**config.mk**
```make
export PLATFORM = sky130hd
export DESIGN_NAME = gated_fifo
export DESIGN_NICKNAME = d
export VERILOG_FILES = /design/src/rtl/gfifo_pkg.sv /design/src/rtl/gfifo_gate.sv /design/src/rtl/gfifo_ctrl.sv /design/src/rtl/gfifo_store.sv /design/src/rtl/gated_fifo.sv
export SDC_FILE = /design/constraint.sdc
export NUM_CORES = 1
export LEC_CHECK = 0
export BUFFER_PORTS_ARGS = -buffer_cell sky130_fd_sc_hd__buf_4
export CORE_MARGIN = 8
export CORE_UTILIZATION = 53
export CTS_BUF_LIST = sky130_fd_sc_hd__clkbuf_2 sky130_fd_sc_hd__clkbuf_4 sky130_fd_sc_hd__clkbuf_8
export CTS_CLUSTER_SIZE = 25
export DETAILED_ROUTE_END_ITERATION = 16
export GPL_TIMING_DRIVEN = 0
export PLACE_DENSITY = 0.8
export SLEW_MARGIN = 20
export SYNTH_ARGS = -nofsm -noshare
export SYNTH_HDL_FRONTEND = slang
export SYNTH_SLANG_ARGS = --single-unit
```
**constraint.sdc**
```tcl
create_clock -name clk -period 1.8 [get_ports clk]
set_input_delay 0.54 -clock clk [delete_from_list [all_inputs] [get_ports clk]]
set_output_delay 0.54 -clock clk [all_outputs]
set_load 0.1 [all_outputs]
```
**src/rtl/gfifo_pkg.sv**
```systemverilog
package gfifo_pkg;

    // Operations granted in one cycle after gating and priority.
    typedef struct packed {
        logic flush;
        logic push;
        logic pop;
    } fifo_op_t;

    function automatic int unsigned ptr_bits(input int unsigned depth);
        return (depth > 1) ? $clog2(depth) : 1;
    endfunction

endpackage

```
**src/rtl/gfifo_gate.sv**
```systemverilog
module gfifo_gate #(
    parameter int LEVELS = 2
) (
    input  logic              parent_gate,
    input  logic [LEVELS-1:0] local_cond,
    output logic              eff_gate
);
    logic [LEVELS:0] chain;

    assign chain[0] = parent_gate;
    for (genvar i = 0; i < LEVELS; i++) begin : g_level
        assign chain[i+1] = chain[i] & local_cond[i];
    end
    assign eff_gate = chain[LEVELS];
endmodule

```
**src/rtl/gfifo_ctrl.sv**
```systemverilog
module gfifo_ctrl
    import gfifo_pkg::*;
(
    input  logic     eff_gate,
    input  logic     push_req,
    input  logic     pop_req,
    input  logic     flush_req,
    input  logic     is_full,
    input  logic     is_empty,
    output logic     push_rdy,
    output logic     pop_rdy,
    output logic     flush_rdy,
    output fifo_op_t op
);
    always_comb begin
        push_rdy  = eff_gate & ~is_full;
        pop_rdy   = eff_gate & ~is_empty;
        flush_rdy = eff_gate;
        op.flush  = flush_req & flush_rdy;
        op.push   = push_req & push_rdy & ~op.flush;
        op.pop    = pop_req & pop_rdy & ~op.flush;
    end
endmodule

```
**src/rtl/gfifo_store.sv**
```systemverilog
module gfifo_store
    import gfifo_pkg::*;
#(
    parameter int DEPTH  = 2,
    parameter int DATA_W = 8
) (
    input  logic              clk,
    input  logic              rst,
    input  fifo_op_t          op,
    input  logic [DATA_W-1:0] wr_data,
    output logic [DATA_W-1:0] head_data,
    output logic              is_full,
    output logic              is_empty
);
    localparam int PTR_W = ptr_bits(DEPTH);
    localparam int CNT_W = $clog2(DEPTH + 1);
    localparam logic [PTR_W-1:0] LAST = PTR_W'(DEPTH - 1);

    logic [DATA_W-1:0] mem [DEPTH];
    logic [PTR_W-1:0]  wr_ptr, rd_ptr;
    logic [CNT_W-1:0]  count;

    function automatic logic [PTR_W-1:0] bump(input logic [PTR_W-1:0] p);
        return (p == LAST) ? '0 : p + 1'b1;
    endfunction

    always_ff @(posedge clk) begin
        if (rst) begin
            wr_ptr <= '0;
            rd_ptr <= '0;
            count  <= '0;
            for (int i = 0; i < DEPTH; i++) mem[i] <= '0;
        end else if (op.flush) begin
            wr_ptr <= '0;
            rd_ptr <= '0;
            count  <= '0;
        end else begin
            if (op.push) begin
                mem[wr_ptr] <= wr_data;
                wr_ptr      <= bump(wr_ptr);
            end
            if (op.pop) rd_ptr <= bump(rd_ptr);
            count <= count + CNT_W'(op.push) - CNT_W'(op.pop);
        end
    end

    assign head_data = mem[rd_ptr];
    assign is_full   = (count == CNT_W'(DEPTH));
    assign is_empty  = (count == '0);
endmodule

```
**src/rtl/gated_fifo.sv**
```systemverilog
module gated_fifo
    import gfifo_pkg::*;
#(
    parameter int DEPTH  = 2,
    parameter int DATA_W = 8,
    parameter int LEVELS = 2
) (
    input  logic              clk,
    input  logic              rst,
    input  logic              parent_gate,
    input  logic [LEVELS-1:0] local_cond,
    input  logic              push_req,
    input  logic [DATA_W-1:0] push_data,
    input  logic              pop_req,
    input  logic              flush_req,
    output logic              push_rdy,
    output logic              pop_rdy,
    output logic              flush_rdy,
    output logic [DATA_W-1:0] head_data,
    output logic              head_valid,
    output logic              full,
    output logic              empty
);
    logic     eff_gate;
    fifo_op_t op;

    gfifo_gate #(.LEVELS(LEVELS)) u_gate (
        .parent_gate (parent_gate),
        .local_cond  (local_cond),
        .eff_gate    (eff_gate)
    );

    gfifo_ctrl u_ctrl (
        .eff_gate  (eff_gate),
        .push_req  (push_req),
        .pop_req   (pop_req),
        .flush_req (flush_req),
        .is_full   (full),
        .is_empty  (empty),
        .push_rdy  (push_rdy),
        .pop_rdy   (pop_rdy),
        .flush_rdy (flush_rdy),
        .op        (op)
    );

    gfifo_store #(.DEPTH(DEPTH), .DATA_W(DATA_W)) u_store (
        .clk       (clk),
        .rst       (rst),
        .op        (op),
        .wr_data   (push_data),
        .head_data (head_data),
        .is_full   (full),
        .is_empty  (empty)
    );

    assign head_valid = ~empty;
endmodule

```
== Word level (Yosys, flattened, before mapping) ==
Memories as Yosys holds them, arrays and structs flattened. A register that Yosys moved wholly into a read port is not among the register bits.
Index checks and enable logic that the tools add are counted.
Word-level totals
  output and inout port bits: 14
  logic and storage cells: 37
  RAM bits: 16
  memories kept: 1
  flip-flop bits (word level): 4
  input port bits: 16
Cells by class
  bitwise logic cells: 12
  reductions and logical operators: 3
  $add $sub $neg: 4
  equality and inequality tests: 1
  muxes and demuxes: 13
Memories
  u_store.mem: depth 2, bits a word 8, read ports 1, clocked after memory_dff 1, wr ports 2, RTL line gfifo_store.sv:19  | logic [DATA_W-1:0] mem [DEPTH];
Operators by type and width (count)
  $mux 1: 12
  $and 1x1->1: 9
  $mux 8: 1
  $reduce_or 8->1: 1
  $not 1->1: 3
  $add 1x1->1 const B: 2
  $add 2x1->2: 1
  $eq 2x2->1 const B: 1
  $logic_not 2->1: 1
  $reduce_or 2->1: 1
  $sub 2x1->2: 1

== Depth between registers and ports, before layout ==
  word-level depth: 11
  gate-level depth with buffers: 8
  gate-level depth less buffers: 8

== Cells and area by module ==
Synthesis repeated with hierarchy kept, for this count alone.
Second synthesis, totals
  cells, all modules: 76
  area, all modules: 1012.2 µm²
Modules (own cells, without submodules)
  gfifo_store: cells each 68, area an instance 950.9 µm², sequential area each 580.6 µm², times used 1
  gfifo_ctrl: cells each 6, area an instance 51.3 µm², sequential area each 0.0 µm², times used 1
  gfifo_gate: cells each 1, area an instance 6.3 µm², sequential area each 0.0 µm², times used 1
  gated_fifo: cells each 1, area an instance 3.8 µm², sequential area each 0.0 µm², times used 1

== Worst setup path after synthesis ==
Ideal clock, no wire load.
  path type: reg2out
  start point: reg u_store.count[0]
  end point: out pop_rdy
  required time: 1.260 ns
  data arrival time: 2.614 ns
  buffers on the path: 0
  setup slack: -1.354 ns
  cell stages (with the launch flop): 3
  path through: dfxtp_1 nor2_1 nor2_1
On the way
  longest elaborated chain between the ends: 3
Ends and longest elaborated chain
  start: declaration: RTL line gfifo_store.sv:21  | logic [CNT_W-1:0] count;
  start signal: assignment: RTL line gfifo_store.sv:43  | count <= count + CNT_W'(op.push) - CNT_W'(op.pop);
  $logic_not 2->1: RTL line gfifo_store.sv:49  | assign is_empty = (count == '0);
  named net empty: RTL line gated_fifo.sv:22  | output logic empty
  $not 1->1: RTL line gfifo_ctrl.sv:17  | pop_rdy = eff_gate & ~is_empty;
  $and 1x1->1: RTL line gfifo_ctrl.sv:17
  end: declaration: RTL line gated_fifo.sv:17  | output logic pop_rdy,
The timed path passes the listed nets, and every way through them passes these cells.

==> results.md <==
* Initial antenna violation count at 0
* # rows at 16
* Timing-limited maximum frequency at 552 MHz
* Final Cycle Share at 101%
* Combinational share of power at 21.3%
* Pre-CTS setup slack at -0.157 ns
* Net Sw Power at 0.264 mW
* CTS max path bufs at 2
* Area Growth Syn to Fin at 46.4%
* Largest net degree at the start of global routing at 12
* RD Place Congestion at 0.723
* Post-route DRC violation count at 0
* Register area at 589 sq um
* Final worst slack at -0.0125 ns
* Area of the core at 1920 sq um
* First-pass DRT Iterations at 2
* Syn. warnings at 0
* WL/cell at 17.3 microns
* Min-Delay Path Class: input pin to flop
* Nets at 135
* Least-Margin Pin Slew at 0.451 ns
* Failing checks: setup timing
* Htree depth at 1
* Most common cell after layout, fill and taps aside: and2_1
* Final setup vio count at 4
* Max Cap Violations at 0
* Ratio of cells with drive above 1 in the final layout at 50.0%
* Power Total at 0.978 mW
* Max_slew headroom at 69.8%
* Die W at 60.6 microns
* Clock Latency Late Sink at 0.29 ns
* VDD IR-drop max at 0.000392 V
* Slew Limit Fails at 0
* Switch share at 27.0%
* Drt first-iter violations at 8
* Clock Power Share at 23.7%
* Hold Path Depth at 2
* Root buffer cell: clkbuf_4
* R2R depth at 4
* Final Hold Fails at 0
* TritonCTS clock tree: done
* Clock-pin transition on the worst setup and hold timing paths at 0.11 ns
* Die footprint at 3670 sq um
* Antenna cells at 0
* Initial core utilization at 54.9%
* Reg-to-Reg End: u_store.mem[1][7]$_SDFFCE_PN0P_
* First-pass GRT wire length at 3.40 mm
* Status: complete, but fails checks
* Vias per cell at 5.24
* DIE HEIGHT at 60.6 microns
* Ports at 30
* Fin util at 80.3%
* Synth Cell Area at 1050 sq um
* Seq cells post-synth at 21
* Number of buffers created by CTS at 3
* Total number of vias at 749
* FF-to-FF Start: u_store.count[1]$_SDFF_PP0_
* Minimum clock period at 1.81 ns
* Worst setup path category: flop to output pin
* Fillers at 118
* Vias in the first global route at 813
* Crit start category: flop
* Post-Route WL at 2.47 mm
* Yosys cell types at 27
* # port buffers at 28
* Part of the power in registers at 55.1%
* Congestion Overflow GR at 0
* Pint at 0.714 mW
* Sequential area share after synthesis at 55.0%
* Worst hold start: rst
* GRT Util Overall at 12.6%
* Worst EP required at 1.26 ns
* CP Max Fanout at 8
* RSZ-0062 raised after global routing: yes
* Leakage at 0.665 nW
* Hold Buf Count CTS at 0
* Pwr dens at 633 nW/um^2
* Synthesized instance count at 83
* Setup slack, reg-to-reg at 0.10 ns
* Most frequent cells in the layout: 18 x and2_1, 17 x buf_4, 16 x edfxtp_1, 9 x buf_12, 8 x mux2_4
* Clk_skew at 0.00211 ns
* CP arrival at 1.27 ns
* Post-DRT Antenna Nets at 0
* Area of the multi-input gates at 510 sq um
* Post-Syn Area per Cell at 12.7 sq um
* DP HPWL at 1.59 mm
* Net Count, Synth at 101
* Worst setup EP type: output pin
* Clk sink count at 21
## power by group through the flow
stage	combinational [mW]	sequential, mW	clock [mW]
3_3_place_gp	0.168	0.548	0
5_1_grt	0.216	0.541	0.253
2_1_floorplan	0.114	0.548	0
3_5_place_dp	0.170	0.549	0
6_report	0.208	0.539	0.231
4_1_cts	0.183	0.537	0.236
## registers in the layout (all words and copies together) (netlist names), named ones only
signal / count
u_store.count: 2
u_store.mem: 16
u_store.rd_ptr: 1
u_store.wr_ptr: 1
## cells in the mapped netlist (all sizes together)
master / n / area [sq um]
mux2: 8 / 90.1
a211o: 1 / 8.76
nand2: 1 / 3.75
o21ai: 1 / 5.00
nand3b: 1 / 7.51
nand2b: 2 / 20.0
xnor2: 2 / 17.5
clkbuf: 2 / 8.75
and2: 18 / 113
nor2b: 1 / 13.8
nor3b: 1 / 7.51
nor3: 1 / 5.00
nand4b: 1 / 23.8
edfxtp: 16 / 480
nor4b: 1 / 23.8
ha: 2 / 25.0
dfxtp: 5 / 100
nor2: 6 / 22.5
a21oi: 1 / 5.00
a31oi: 2 / 12.5
or3: 1 / 6.26
inv: 5 / 18.8
nand3: 1 / 5.00
and4bb: 1 / 16.3
a21o: 2 / 15.0
## cells by family (layout without fill, tap and decap cells)
| kind of cell | count (synthesis) | after routing | share of synthesized area (%) |
|---|---|---|---|
| AND/OR/NAND/NOR | 36 | 36 | 25.4 |
| flip-flops | 21 | 21 | 55.0 |
| multiplexers | 8 | 8 | 8.54 |
| AO/OA/AOI/OAI | 7 | 7 | 4.39 |
| buffers and inverters | 7 | 40 | 2.61 |
| adder cells (fa/ha/maj) | 2 | 2 | 2.37 |
| XOR/XNOR | 2 | 2 | 1.66 |
## worst max path at each step
stage | from | end | slack (ns) | cells past startpoint
after detailed placement | flush_req | u_store.count[1]$_SDFF_PP0_ | -0.16 | 9
after CTS | flop | head_data[4] | -0.02 | 2
final | flop | head_data[7] | -0.01 | 2
after floorplan | local_cond[1] | pop_rdy | -0.25 | 2
after global routing | flop | head_data[7] | -0.04 | 2
after global placement | flush_req | u_store.count[1]$_SDFF_PP0_ | -0.13 | 9
## critical path, stage by stage (launching register included)
cell and delay (ns):
dfxtp_4 0.46, mux2_4 0.34, buf_12 0.17
## through the flow
step                      hold slack (ns)  TNS [ns]  instance area (sq um)  std cells
after floorplan                     0.484    -0.797                   1080         83
after global placement              0.502     -2.00                   1320        138
after detailed placement            0.518     -2.67                   1320        138
after CTS                           0.503   -0.0972                   1420        141
after global routing                0.513    -0.268                   1540        143
final                               0.513   -0.0200                   1540        143
## layout make-up
cell class	instances	share of cell area, %
Sequential cell	21	38.2
Multi-Input combinational cell	55	33.1
Timing Repair Buffer	30	23.1
Tap cell	27	2.19
Clock buffer	4	1.94
Inverter	5	1.22
Buffer	1	0.324
## layer usage
layer | track usage [%] | share of wire [%] | wire, microns | vias up
met5 | 0 | 0 | 0 | -
met4 | 5.65 | 1.8 | 44 | 0
met3 | 4.66 | 7.1 | 176 | 4
met2 | 23.1 | 51 | 1260 | 23
met1 | 12.1 | 40 | 991 | 368
li1 | - | - | - | 354
## repair_timing
item,CTS,global route
pin swaps,0,1
buffers inserted,0,2
resized for setup,18,28
setup endpoints to repair,10,12
(Power assumes the default switching activity.)
